`src/rtl/dl_pkg.sv`:
```
package dl_pkg;

  // Width of the delay code.
  localparam int CODE_W = 8;

  // Number of distinct delay codes.
  localparam int CODE_CNT = 1 << CODE_W;

  // Chain depth needed for a given base latency.
  function automatic int chain_depth(input int base_lat);
    return base_lat + CODE_CNT - 1;
  endfunction

  // Stage index feeding the output register for a code.
  // The output register adds one edge, so stage j gives a latency of j+1.
  function automatic int tap_index(input int base_lat, input int code);
    return base_lat - 1 + code;
  endfunction

  // Total latency in clock edges for a code.
  function automatic int total_delay(input int base_lat, input int code);
    return base_lat + code;
  endfunction

  // Output pair forced while disabled or in reset.
  typedef struct packed {
    logic q;
    logic qn;
  } out_pair_t;

  localparam out_pair_t IDLE_PAIR = '{q: 1'b0, qn: 1'b1};

endpackage

```
`src/rtl/dl_shift_chain.sv`:
```
module dl_shift_chain #(
  parameter int DEPTH = 257
) (
  input  logic             clk,
  input  logic             rst_n,
  input  logic             din,
  output logic [DEPTH-1:0] stages,
  output logic             head_bit
);

  logic [DEPTH-1:0] chain_q;

  // Stage 0 captures the input.
  always_ff @(posedge clk) begin
    if (!rst_n) chain_q[0] <= 1'b0;
    else        chain_q[0] <= din;
  end

  // Each further stage copies its predecessor.
  for (genvar g = 1; g < DEPTH; g++) begin : g_stage
    always_ff @(posedge clk) begin
      if (!rst_n) chain_q[g] <= 1'b0;
      else        chain_q[g] <= chain_q[g-1];
    end
  end

  assign stages   = chain_q;
  assign head_bit = chain_q[0];

endmodule

```
`src/rtl/dl_tap_select.sv`:
```
module dl_tap_select #(
  parameter int DEPTH    = 257,
  parameter int BASE_LAT = 2,
  parameter int CODE_W   = 8
) (
  input  logic [DEPTH-1:0]  stages,
  input  logic [CODE_W-1:0] code,
  output logic              tap_bit
);

  localparam int IDX_W = $clog2(DEPTH);

  logic [IDX_W-1:0] idx;

  // Unlatched: the index follows the code combinationally.
  assign idx     = IDX_W'(dl_pkg::tap_index(BASE_LAT, int'(code)));
  assign tap_bit = stages[idx];

endmodule

```
`src/rtl/dl_out_stage.sv`:
```
module dl_out_stage (
  input  logic clk,
  input  logic rst_n,
  input  logic tap_bit,
  input  logic en_n_a,
  input  logic en_n_b,
  output logic dly_out,
  output logic dly_out_n,
  output logic en_fault
);

  import dl_pkg::*;

  logic      disabled;
  out_pair_t pair_q;
  out_pair_t pair_d;
  logic      fault_q;

  assign disabled = en_n_a | en_n_b;

  always_comb begin
    if (disabled) pair_d = IDLE_PAIR;
    else          pair_d = '{q: tap_bit, qn: ~tap_bit};
  end

  always_ff @(posedge clk) begin
    if (!rst_n) begin
      pair_q  <= IDLE_PAIR;
      fault_q <= 1'b0;
    end else begin
      pair_q  <= pair_d;
      fault_q <= en_n_a ^ en_n_b;
    end
  end

  assign dly_out   = pair_q.q;
  assign dly_out_n = pair_q.qn;
  assign en_fault  = fault_q;

endmodule

```
`src/rtl/prog_delay_line.sv`:
```
module prog_delay_line #(
  parameter int BASE_LAT = 2
) (
  input  logic                      clk,
  input  logic                      rst_n,
  input  logic                      din,
  input  logic [dl_pkg::CODE_W-1:0] sel,
  input  logic                      en_n_a,
  input  logic                      en_n_b,
  output logic                      dly_out,
  output logic                      dly_out_n,
  output logic                      en_fault
);

  localparam int DEPTH = dl_pkg::chain_depth(BASE_LAT);

  logic [DEPTH-1:0] stages;
  logic             head_bit;
  logic             tap_bit;

  dl_shift_chain #(.DEPTH(DEPTH)) u_chain (
    .clk      (clk),
    .rst_n    (rst_n),
    .din      (din),
    .stages   (stages),
    .head_bit (head_bit)
  );

  dl_tap_select #(
    .DEPTH    (DEPTH),
    .BASE_LAT (BASE_LAT),
    .CODE_W   (dl_pkg::CODE_W)
  ) u_tap (
    .stages  (stages),
    .code    (sel),
    .tap_bit (tap_bit)
  );

  dl_out_stage u_out (
    .clk       (clk),
    .rst_n     (rst_n),
    .tap_bit   (tap_bit),
    .en_n_a    (en_n_a),
    .en_n_b    (en_n_b),
    .dly_out   (dly_out),
    .dly_out_n (dly_out_n),
    .en_fault  (en_fault)
  );

endmodule

```
`config.mk`:
```
export PLATFORM = sky130hd
export DESIGN_NAME = prog_delay_line
export DESIGN_NICKNAME = d
export VERILOG_FILES = /design/src/rtl/dl_pkg.sv /design/src/rtl/dl_shift_chain.sv /design/src/rtl/dl_tap_select.sv /design/src/rtl/dl_out_stage.sv /design/src/rtl/prog_delay_line.sv
export SDC_FILE = /design/constraint.sdc
export NUM_CORES = 1
export LEC_CHECK = 0
export ABC_AREA = 1
export BUFFER_PORTS_ARGS = -buffer_cell sky130_fd_sc_hd__buf_4
export CORE_MARGIN = 5
export CORE_UTILIZATION = 45
export DETAILED_ROUTE_END_ITERATION = 8
export SLEW_MARGIN = 20
export SYNTH_ARGS = -nofsm -noshare
export SYNTH_HDL_FRONTEND = slang
export SYNTH_SLANG_ARGS = --single-unit
```
`constraint.sdc`:
```
create_clock -name clk -period 2.46 [get_ports clk]
set_clock_uncertainty 0.15 [all_clocks]
set_input_delay 0.369 -clock clk [delete_from_list [all_inputs] [get_ports clk]]
set_output_delay 0.369 -clock clk [all_outputs]
set_load 0.005 [all_outputs]
```
==> impl_summary.md, run 1 <==
Worst setup path
In this run the critical register-to-register path is launched from u_chain.head_bit. The critical path is of the in -> reg type. The source of the critical timing path is sel[0].

In this run the critical register-to-register path is captured at u_out.dly_out_n. The highest cell delay on the worst timing path is 300 ps. The maximum fanout encountered on the critical timing path is 26.

Walking the worst path, the cells encountered are buf_4, ha_2, inv_2, buf_12, buf_4, nand3_1, nand3_1, nand3_1, nand3_1, nand3_1, nand2_1, nand2_1, nand2_1, nand2_1, nand2_1, nand2_1, nand2_1, nand2_1. In this design, the largest share of critical-path delay is due to simple AND/OR/NAND/NOR gates. The register-to-register setup slack is around 800 ps. The required time of the critical path is between 2000 and 3000 ps. The critical path contains buffers and inverters numbering 4 combined. The depth of the most critical reg-to-reg path is 15. On the critical path, the stage with the largest delay is an instance of sky130_fd_sc_hd__ha_2.

The worst setup path is captured at a flip-flop. The arrival time at the worst endpoint is between 2000 and 2500 ps. The worst setup path is launched from an input port. The cell that appears most often on the critical path is sky130_fd_sc_hd__nand2_1.

Pwr
In this run the power density over the cells is ~800 nW/um^2. For this design the static power due to leakage is ~7.1 nW. The worst-case IR drop observed on VDD is ~560 uV. Power comes to around 0.0096 W.

STA
The number of hold violations in the final report is 0. The final count of pins violating max slew is 0. The worst path in the final design needs a cycle of 1881 ps, including I/O delays and setup. The slew of the pin with the lowest slew margin is between 400 and 500 ps.

Of the available clock period, the critical path in the final layout requires ~76%. The total of endpoints with negative setup slack in the final report is 0. Static timing analysis puts the maximum clock frequency at ~530 MHz. Setup repair after global routing left no endpoint under its margin.

For the final routed database, the setup TNS stands at 0 ps. The normalized max-slew margin is about 71%.

Clock network
Counting the buffers created by CTS gives 29. The number of sinks handled by clock tree synthesis is between 200 and 300. In this run, post-CTS hold repair placed 2 buffers. In this run the number of H-tree levels came out at 1.

The maximum root-to-sink buffer count is 3. TritonCTS built the clock tree. The post-CTS setup buffer count is 0.

The clock network latency to the later pin of the worst-skew pair is around 540 ps. The count of instances resized after the clock tree is built is 0. The root buffer cell is sky130_fd_sc_hd__clkbuf_16. The clock transition at the register clock pins on the worst setup and hold paths after CTS is about 60 ps.

Layout
The share of post-route cells with drive strength above 1 is 8.257%. At the end of the flow the core is filled with cells to 53.38%. From synthesis to final layout, the design area changed by 17.50%.

The number of fill cells in the layout is roughly 2200. In the final design database the tool counted around 1500 nets. 0 antenna diodes ended up in the layout.

The count of cells in the finished layout, fillers not included, comes to ~1800.

Hold path
For hold timing, the worst endpoint is u_out.en_fault. The number of cells on the worst hold path is 5. The worst hold path begins at en_n_b. The worst hold path belongs to the class in -> reg.

Outcome
The flow ran to the end, and the final reports show no timing, DRC or antenna violations.

Die
The initial utilization of the core area, before any placement, comes to between 40% and 50%. Measured along the y axis, the die boundary spans 161.0 um. After floorplanning, the core was sized to cover between 20000 and 25000 um^2. In this run the core area contains between 50 and 60 standard-cell rows. The I/O pin count is 16. The die boundary width is ~160 um. The die covers approximately 26000 um^2.

Drt
The via count is ~8300. The residual antenna-violating net count after detailed routing is 0. The first detailed-routing pass took 5 iterations.

In the routed design, unresolved DRC markers number 0. The wire length per cell is 12.13 um. For this block, the initial DRC count from the detailed router was ~600. Dividing the detail-routed via count by the number of cells gives roughly 4.5. After detailed routing, the total wire length is ~22000 um.

Logic synthesis
The number of nets handed over by synthesis was 1510. By count the netlist is led by sky130_fd_sc_hd__nand2_1 (509), sky130_fd_sc_hd__inv_1 (309), sky130_fd_sc_hd__dfxtp_1 (260). Synthesis produced between 1000 and 1500 cells. In the synthesized netlist the async set-or-reset flop fraction comes to 0%.

In this run, synthesis inferred 0 flip-flops with an integrated enable. Synthesis instantiated 23 different standard cells from the library. The area share of the largest cell type after synthesis is roughly 51%. The mean instance size in the synthesized netlist is 6.859 um^2. In this run the cell area of the synthesized design comes to about 10000 um^2. In the synthesized netlist the dominant register cell turns out to be sky130_fd_sc_hd__dfxtp_1. The leading cell type by number of instances after synthesis is sky130_fd_sc_hd__nand2_1. In the post-synthesis netlist, the biggest area contributors are sky130_fd_sc_hd__dfxtp_1 (51%), sky130_fd_sc_hd__nand2_1 (19%), sky130_fd_sc_hd__inv_1 (11%). For this run, the number of Yosys warnings is 0. After synthesis, flip-flops and latches occupy about 51% of the total area. Of all cell types, the one taking the most synthesized area is sky130_fd_sc_hd__dfxtp_1.

In this run, synthesis produced a sequential element count of 260.

Placed design
Routability-driven placement finished with a final weighted congestion of 0.7997. The count of buffers added on input and output ports is 15. The post-placement cell count is around 1800.

Summed over all nets, the half-perimeter wirelength after detailed placement is 13640 um.

GRT
The via count of the first global-routing pass came to between 7000 and 8000. Global routing consumed, over all layers together, between 15 and 20% of the routing resources. Entering global routing, the biggest net connects 88 pins. The remaining global-route overflow is 0. The initial antenna violation count is 0. The first global-routing pass estimated 38030 um of wire.

Job
The total of max-cap violations is 0.
[cells by family (layout without fill, tap and decap cells)]
logic type	count (synthesis)	count (layout)	synth area share [%]
compound gates	60	60	2.953
xor+xnor	7	7	0.7443
fa+ha+maj	2	2	0.2440
buf+inv	390	433	14.94
flops	260	260	50.76
simple gates	776	776	30.36
[routing by layer]
metal | global-route usage, % | wire [um] | share of wire (%) | up-vias
met2 | 29.37 | 10140 | 46 | 106
met3 | 2.489 | 697 | 3.2 | 38
met1 | 23.18 | 10690 | 48 | 3754
met4 | 4.808 | 591 | 2.7 | 0
li1 | - | - | - | 4394
met5 | 0 | 0 | 0 | -
[where the power goes]
part / switching (W) / leakage, nW / total (W) / internal (W)
registers: 0.00000234 / 2.09 / 0.00422 / 0.00422
logic: 0.000479 / 4.48 / 0.000772 / 0.000293
clock network: 0.00172 / 0.509 / 0.00460 / 0.00288
total: 0.00220 / 7.08 / 0.00959 / 0.00739
[registers in the layout, indices dropped and copies added, names as in the netlist]
register          cells
u_out.dly_out         1
u_out.dly_out_n       1
u_chain.head_bit      1
u_chain.stages      256
u_out.en_fault        1
[how the worst max path moves through the flow]
stage / endpoint / slack [ps] / cells after the start
2_1_floorplan: u_out.dly_out_n / 240 / 18
3_5_place_dp: u_out.dly_out_n / 30 / 16
6_report: u_out.dly_out_n / 580 / 18
4_1_cts: u_out.dly_out_n / 610 / 18
3_3_place_gp: u_out.dly_out_n / 30 / 18
5_1_grt: u_out.dly_out_n / 410 / 18
[area by class of cell]
class	count	area, um^2	share of cell area [%]
clock buffers	38	829.5	6.885
clock inverters	13	200.2	1.662
inverters	311	1169	9.700
multi-input cells	845	3546	29.43
flip-flops and latches	260	5205	43.20
well taps	285	356.6	2.960
repair buffers	71	742.0	6.158
[worst register-to-register path: stages (launching register included)]
cell                      delay (ps)
sky130_fd_sc_hd__dfxtp_1         330
sky130_fd_sc_hd__inv_1            50
sky130_fd_sc_hd__nand2_1          50
sky130_fd_sc_hd__nand3_1          70
sky130_fd_sc_hd__nand3_1          80
sky130_fd_sc_hd__nand3_1         120
sky130_fd_sc_hd__nand3_1         140
sky130_fd_sc_hd__nand3_1         100
sky130_fd_sc_hd__nand2_1          80
sky130_fd_sc_hd__nand2_1          50
sky130_fd_sc_hd__nand2_1          60
sky130_fd_sc_hd__nand2_1          40
sky130_fd_sc_hd__nand2_1          60
sky130_fd_sc_hd__nand2_1          60
sky130_fd_sc_hd__nand2_1          60
sky130_fd_sc_hd__nand2_1          40
[layout by cell type (no fill, tap or decap)]
master,Yosys,final
sky130_fd_sc_hd__nand4_1,1,1
sky130_fd_sc_hd__xor2_1,4,3
sky130_fd_sc_hd__buf_6,2,1
sky130_fd_sc_hd__inv_1,309,308
sky130_fd_sc_hd__a21oi_1,1,1
sky130_fd_sc_hd__bufinv_16,0,5
sky130_fd_sc_hd__xnor2_2,0,1
sky130_fd_sc_hd__o21ai_1,12,12
sky130_fd_sc_hd__buf_12,0,16
sky130_fd_sc_hd__nand3_2,1,1
sky130_fd_sc_hd__nor3_1,1,1
sky130_fd_sc_hd__dfxtp_1,260,260
sky130_fd_sc_hd__nor2_1,116,116
sky130_fd_sc_hd__ha_2,0,1
sky130_fd_sc_hd__xor2_4,0,1
sky130_fd_sc_hd__o21ai_0,46,46
sky130_fd_sc_hd__nand3b_1,2,2
sky130_fd_sc_hd__nand2_1,509,509
sky130_fd_sc_hd__o211ai_1,1,1
sky130_fd_sc_hd__dlygate4sd3_1,0,2
sky130_fd_sc_hd__inv_6,0,2
sky130_fd_sc_hd__ha_1,2,1
sky130_fd_sc_hd__clkbuf_8,0,7
sky130_fd_sc_hd__inv_2,2,2
sky130_fd_sc_hd__clkinv_2,0,6
sky130_fd_sc_hd__clkinvlp_4,0,1
sky130_fd_sc_hd__xor2_2,2,2
sky130_fd_sc_hd__nand3_1,146,146
sky130_fd_sc_hd__clkbuf_16,0,29
sky130_fd_sc_hd__buf_4,3,52
sky130_fd_sc_hd__clkbuf_1,39,2
[through the flow]
stage	worst slack [ps]	hold WS [ps]	area [um^2]
after global routing	405.1	73.02	12050
after global placement	26.14	258.4	11000
after floorplan	238.3	253.5	10250
final	579.4	50.48	12050
after CTS	610.5	28.59	12050
after detailed placement	30.66	263.0	11000
(Power assumes the default switching activity.)
==> run 2, diff against run 1 <==
--- a/config.mk
+++ b/config.mk
@@ -5,7 +5,7 @@
 export SDC_FILE = /design/constraint.sdc
 export NUM_CORES = 1
 export LEC_CHECK = 0
-export ABC_AREA = 1
+export ABC_AREA = 0
 export BUFFER_PORTS_ARGS = -buffer_cell sky130_fd_sc_hd__buf_4
 export CORE_MARGIN = 5
 export CORE_UTILIZATION = 45
==> constraint.sdc (replaced) <==
create_clock -name clk -period 1.81 [get_ports clk]
set_clock_uncertainty 0.15 [all_clocks]
set_input_delay 0.2715 -clock clk [delete_from_list [all_inputs] [get_ports clk]]
set_output_delay 0.2715 -clock clk [all_outputs]
set_load 0.005 [all_outputs]
==> run 2 against run 1 <==
  * The run now ends with negative setup slack left
  * Register-to-register slack got worse by 1200 ps
  * Sequential share of layout area rose by 3.2 points
  * Die area fell by 7.2%
  * Highest routed layer unchanged
==> impl_summary.md, run 2 <==
Layout
The share of post-route cells with drive strength above 1 is 23.45% (+15 points). The antenna diode count is 0 (unchanged). The number of fill cells in the layout is 1754 (-20%).

From synthesis to final layout, the design area changed by 18.83%. The number of flip-flops in the largest register is 256 (unchanged). The top cell types in the final layout, fill and taps aside, are sky130_fd_sc_hd__and2_1 (259), sky130_fd_sc_hd__dfxtp_1 (251), sky130_fd_sc_hd__buf_4 (67). The total number of nets in the final design is 851 (-44%). The library cell used most frequently in the layout, excluding fill and tap cells, is sky130_fd_sc_hd__and2_1.

Logic synthesis
The area share of the largest cell type after synthesis is 54.98% (+4.2 points). The post-synthesis net count came to 789 (-48%). The total of warnings raised by yosys came to 0 (unchanged). The number of synthesized register bits is 260 (unchanged). In the post-synthesis netlist, the biggest area contributors are sky130_fd_sc_hd__dfxtp_1 (55%), sky130_fd_sc_hd__and2_1 (17%), sky130_fd_sc_hd__mux4_2 (10%). The main flop type after synthesis is sky130_fd_sc_hd__dfxtp_1. The synthesized instance count is 774 (-48%). The async set-reset flop share out of synthesis came to 0% (unchanged). The mean instance size in the synthesized netlist came to 12.23 um^2 (+78%).

In the post-synthesis netlist, the cell with the most instances is sky130_fd_sc_hd__dfxtp_1. The number of distinct library cells after synthesis is 47 (+100%). Sorting the synthesized cells by how often they occur yields sky130_fd_sc_hd__dfxtp_1 (260), sky130_fd_sc_hd__and2_1 (259), sky130_fd_sc_hd__mux4_2 (43), sky130_fd_sc_hd__nand2_1 (43), sky130_fd_sc_hd__clkbuf_1 (32). The largest total area in the synthesized netlist belongs to sky130_fd_sc_hd__dfxtp_1. The number of enable flip-flop cells after synthesis came to 0 (unchanged). The share of the yosys chip area belonging to registers was 54.98% (+4.2 points). The combined area of all synthesized cells is 9467 um^2 (-7.7%).

STA
The total of endpoints with negative setup slack in the final report is 2 (+2). The final cycle utilization of the critical path is 121.5%. The final setup slack of the worst path is -388.6 ps (-968.0 ps). The number of hold violations in the final report came to 0 (unchanged). The final sum of negative setup slack came to -739.4 ps (-739.4 ps). The normalized max-slew margin is 58.26% (-13 points). The final count of pins violating max slew was 0 (unchanged).

The maximum clock frequency is 454.8 MHz. The final critical-path required period is around 2200 ps. Setup repair after global routing could not meet its margin everywhere.

The slew of the pin with the lowest slew margin is 626.1 ps (+191.4 ps).

Outcome
The final reports fail on negative setup slack. The run finished, with violations left.

Drt
The total wire length after detailed routing is 18410 um (-17%). The via-per-instance ratio is 4.950 (+8.8%). The via count is 5584 (-33%). The number of detailed-route iterations in the first pass is 4 (-1). The count of unresolved DRC violations after routing is 0 (unchanged). The wire length per cell is 16.32 um (+34%).

The detailed router's first-iteration violation count is 317 (-47%). The residual antenna-violating net count after detailed routing is 0 (unchanged).

Worst setup path
The critical path's most frequent cell is sky130_fd_sc_hd__buf_6. The sum of buffers and inverters on the critical path is 5 (+1). The maximum fanout encountered on the critical timing path is 10 (-62%). The setup path with the least slack is of type in -> reg.

On the critical path, the stage with the largest delay is an instance of sky130_fd_sc_hd__or4_4. STA classifies the critical path startpoint as an input port. The arrival time at the worst endpoint is 2450 ps (+280 ps). The highest cell delay on the worst timing path was 540 ps (+240 ps). The kind of cell with the highest combined delay along the critical path is compound AO/OA/AOI/OAI gates. The signal on the critical path passes through buf_6, ha_4, buf_4, buf_6, inv_4, buf_6, nor2_1, a221oi_2, o21ai_1, a21oi_1, a221oi_2, or4_4, o311a_1. STA classifies the critical path endpoint as a flip-flop. The required time of the critical path is 2060 ps (-690 ps).

Clock network
The number of H-tree branching levels is 1 (unchanged). The clock network latency to the later pin of the worst-skew pair is 530 ps (about the same). The root buffer cell is sky130_fd_sc_hd__clkbuf_16. The clock transition at the register clock pins on the worst setup and hold paths after CTS is 60 ps (about the same). The clock tree from TritonCTS is built. The CTS buffer count is 27 (-6.9%). The maximum root-to-sink buffer count is 3 (unchanged). The number of sinks handled by clock tree synthesis is 260 (unchanged).

GRT
The remaining global-route overflow is 0 (unchanged). The wire length of the first global-routing pass is 31000 um (-18%). The pin count of the biggest net entering global routing was 172 (+95%).

The initial antenna violation count is 0 (unchanged). The via count of the first global-routing pass is 5909 (-24%). The total global routing track utilization is 15.74% (-1.6 points).

Die
The placement row count is 53 (-3.6%). The starting density of the core is 45.32% (-0.11 points). The overall die area is 24040 um^2 (-7.2%). The core footprint is 20890 um^2 (-7.5%). The I/O pin count is 16 (unchanged). The die span in y came to 155.0 um (-3.7%). The die boundary width was 155.0 um (-3.7%).

Pwr
The leakage power total is 4.566 nW (-35%). The maximum vdd ir drop came to 770.4 uV (+38%). The power density of the placed cells is 1041 nW/um^2 (+31%).

Placed design
The pre-CTS setup slack is -1072 ps (-1103 ps). The final estimated routing congestion in global placement was 0.7882 (-1.4%). The count of input and output buffers was 15 (unchanged). The half-perimeter wire length of the detailed placement result is 11670 um (-14%).

Job
The total of max-cap violations is 0 (unchanged).

Hold path
The path type of the worst min-delay path is in -> reg.
==> run 2: through the flow <==
stage / cells / utilization [%] / hold WS [ps] / area [um^2] / power [W]
detailed placement: 1071 / 48.59 / 283.3 / 10150 / 0.006523
CTS: 1128 / 53.63 / 85.07 / 11200 / 0.01183
finish: 1128 / 53.85 / 96.62 / 11250 / 0.01171
global route: 1128 / 53.85 / 101.5 / 11250 / 0.01213
floorplan: 774 / - / 248.8 / 9499 / 0.006285
global placement: 1071 / 48.59 / 276.0 / 10150 / 0.006516
==> run 2: area by class of cell <==
| class | instances | area [um^2] | area share, % |
|---|---|---|---|
| Sequential cell | 260 | 5216 | 46.37 |
| Multi-Input combinational cell | 460 | 4055 | 36.05 |
| Timing Repair Buffer | 84 | 780.7 | 6.940 |
| Clock buffer | 38 | 767.0 | 6.818 |
| Tap cell | 275 | 344.1 | 3.059 |
| Clock inverter | 8 | 72.57 | 0.6451 |
| Inverter | 3 | 13.76 | 0.1223 |
==> run 2: layer usage <==
metal	global-route usage, %	share of wire [%]	wire, um	vias up
li1	-	-	-	2753
met2	25.93	47	8600	72
met5	0	0	0	-
met3	2.531	3.4	622	28
met1	21.96	48	8817	2731
met4	3.701	2.0	365	0
==> run 2: final timing paths <==
check                           start                   to  slack, ps  cells past startpoint
hold reg to reg   u_chain.stages[242]  u_chain.stages[243]        290                      1
setup / recovery               sel[1]      u_out.dly_out_n       -390                     13
setup reg to reg   u_chain.stages[52]      u_out.dly_out_n       -340                      8
hold / removal                  rst_n        u_out.dly_out        100                      4
==> run 2: logic make-up after synthesis <==
family | after synthesis | synth area share [%]
AO/OA/AOI/OAI | 24 | 1.943
XOR/XNOR | 9 | 0.9121
adder cells (fa/ha/maj) | 2 | 0.2643
buffers and inverters | 54 | 3.370
flip-flops | 260 | 54.98
multiplexers | 82 | 17.27
AND/OR/NAND/NOR | 343 | 21.25
==> run 2: repair_timing <==
item | CTS | global route
pin swaps | 12 | 5
gates cloned | 1 | 0
endpoints found under the hold margin | 2 | 0
setup endpoints to repair | 2 | 2
hold buffers | 2 | 0
resized for setup | 33 | 9
setup buffers | 8 | 0
==> run 2: worst register-to-register path, delay by kind of cell (launching register included) <==
family           cells  cell delay [ps]
AND/OR/NAND/NOR      4              920
AO/OA/AOI/OAI        3              410
multiplexers         1              230
flip-flops           1              320
==> run 2: power breakdown <==
| part | switching, W | internal, W | leakage (nW) |
|---|---|---|---|
| logic | 0.000385 | 0.000355 | 2.05 |
| registers | 0.00000365 | 0.00573 | 2.10 |
| clock network | 0.00216 | 0.00308 | 0.418 |
| total | 0.00255 | 0.00916 | 4.57 |
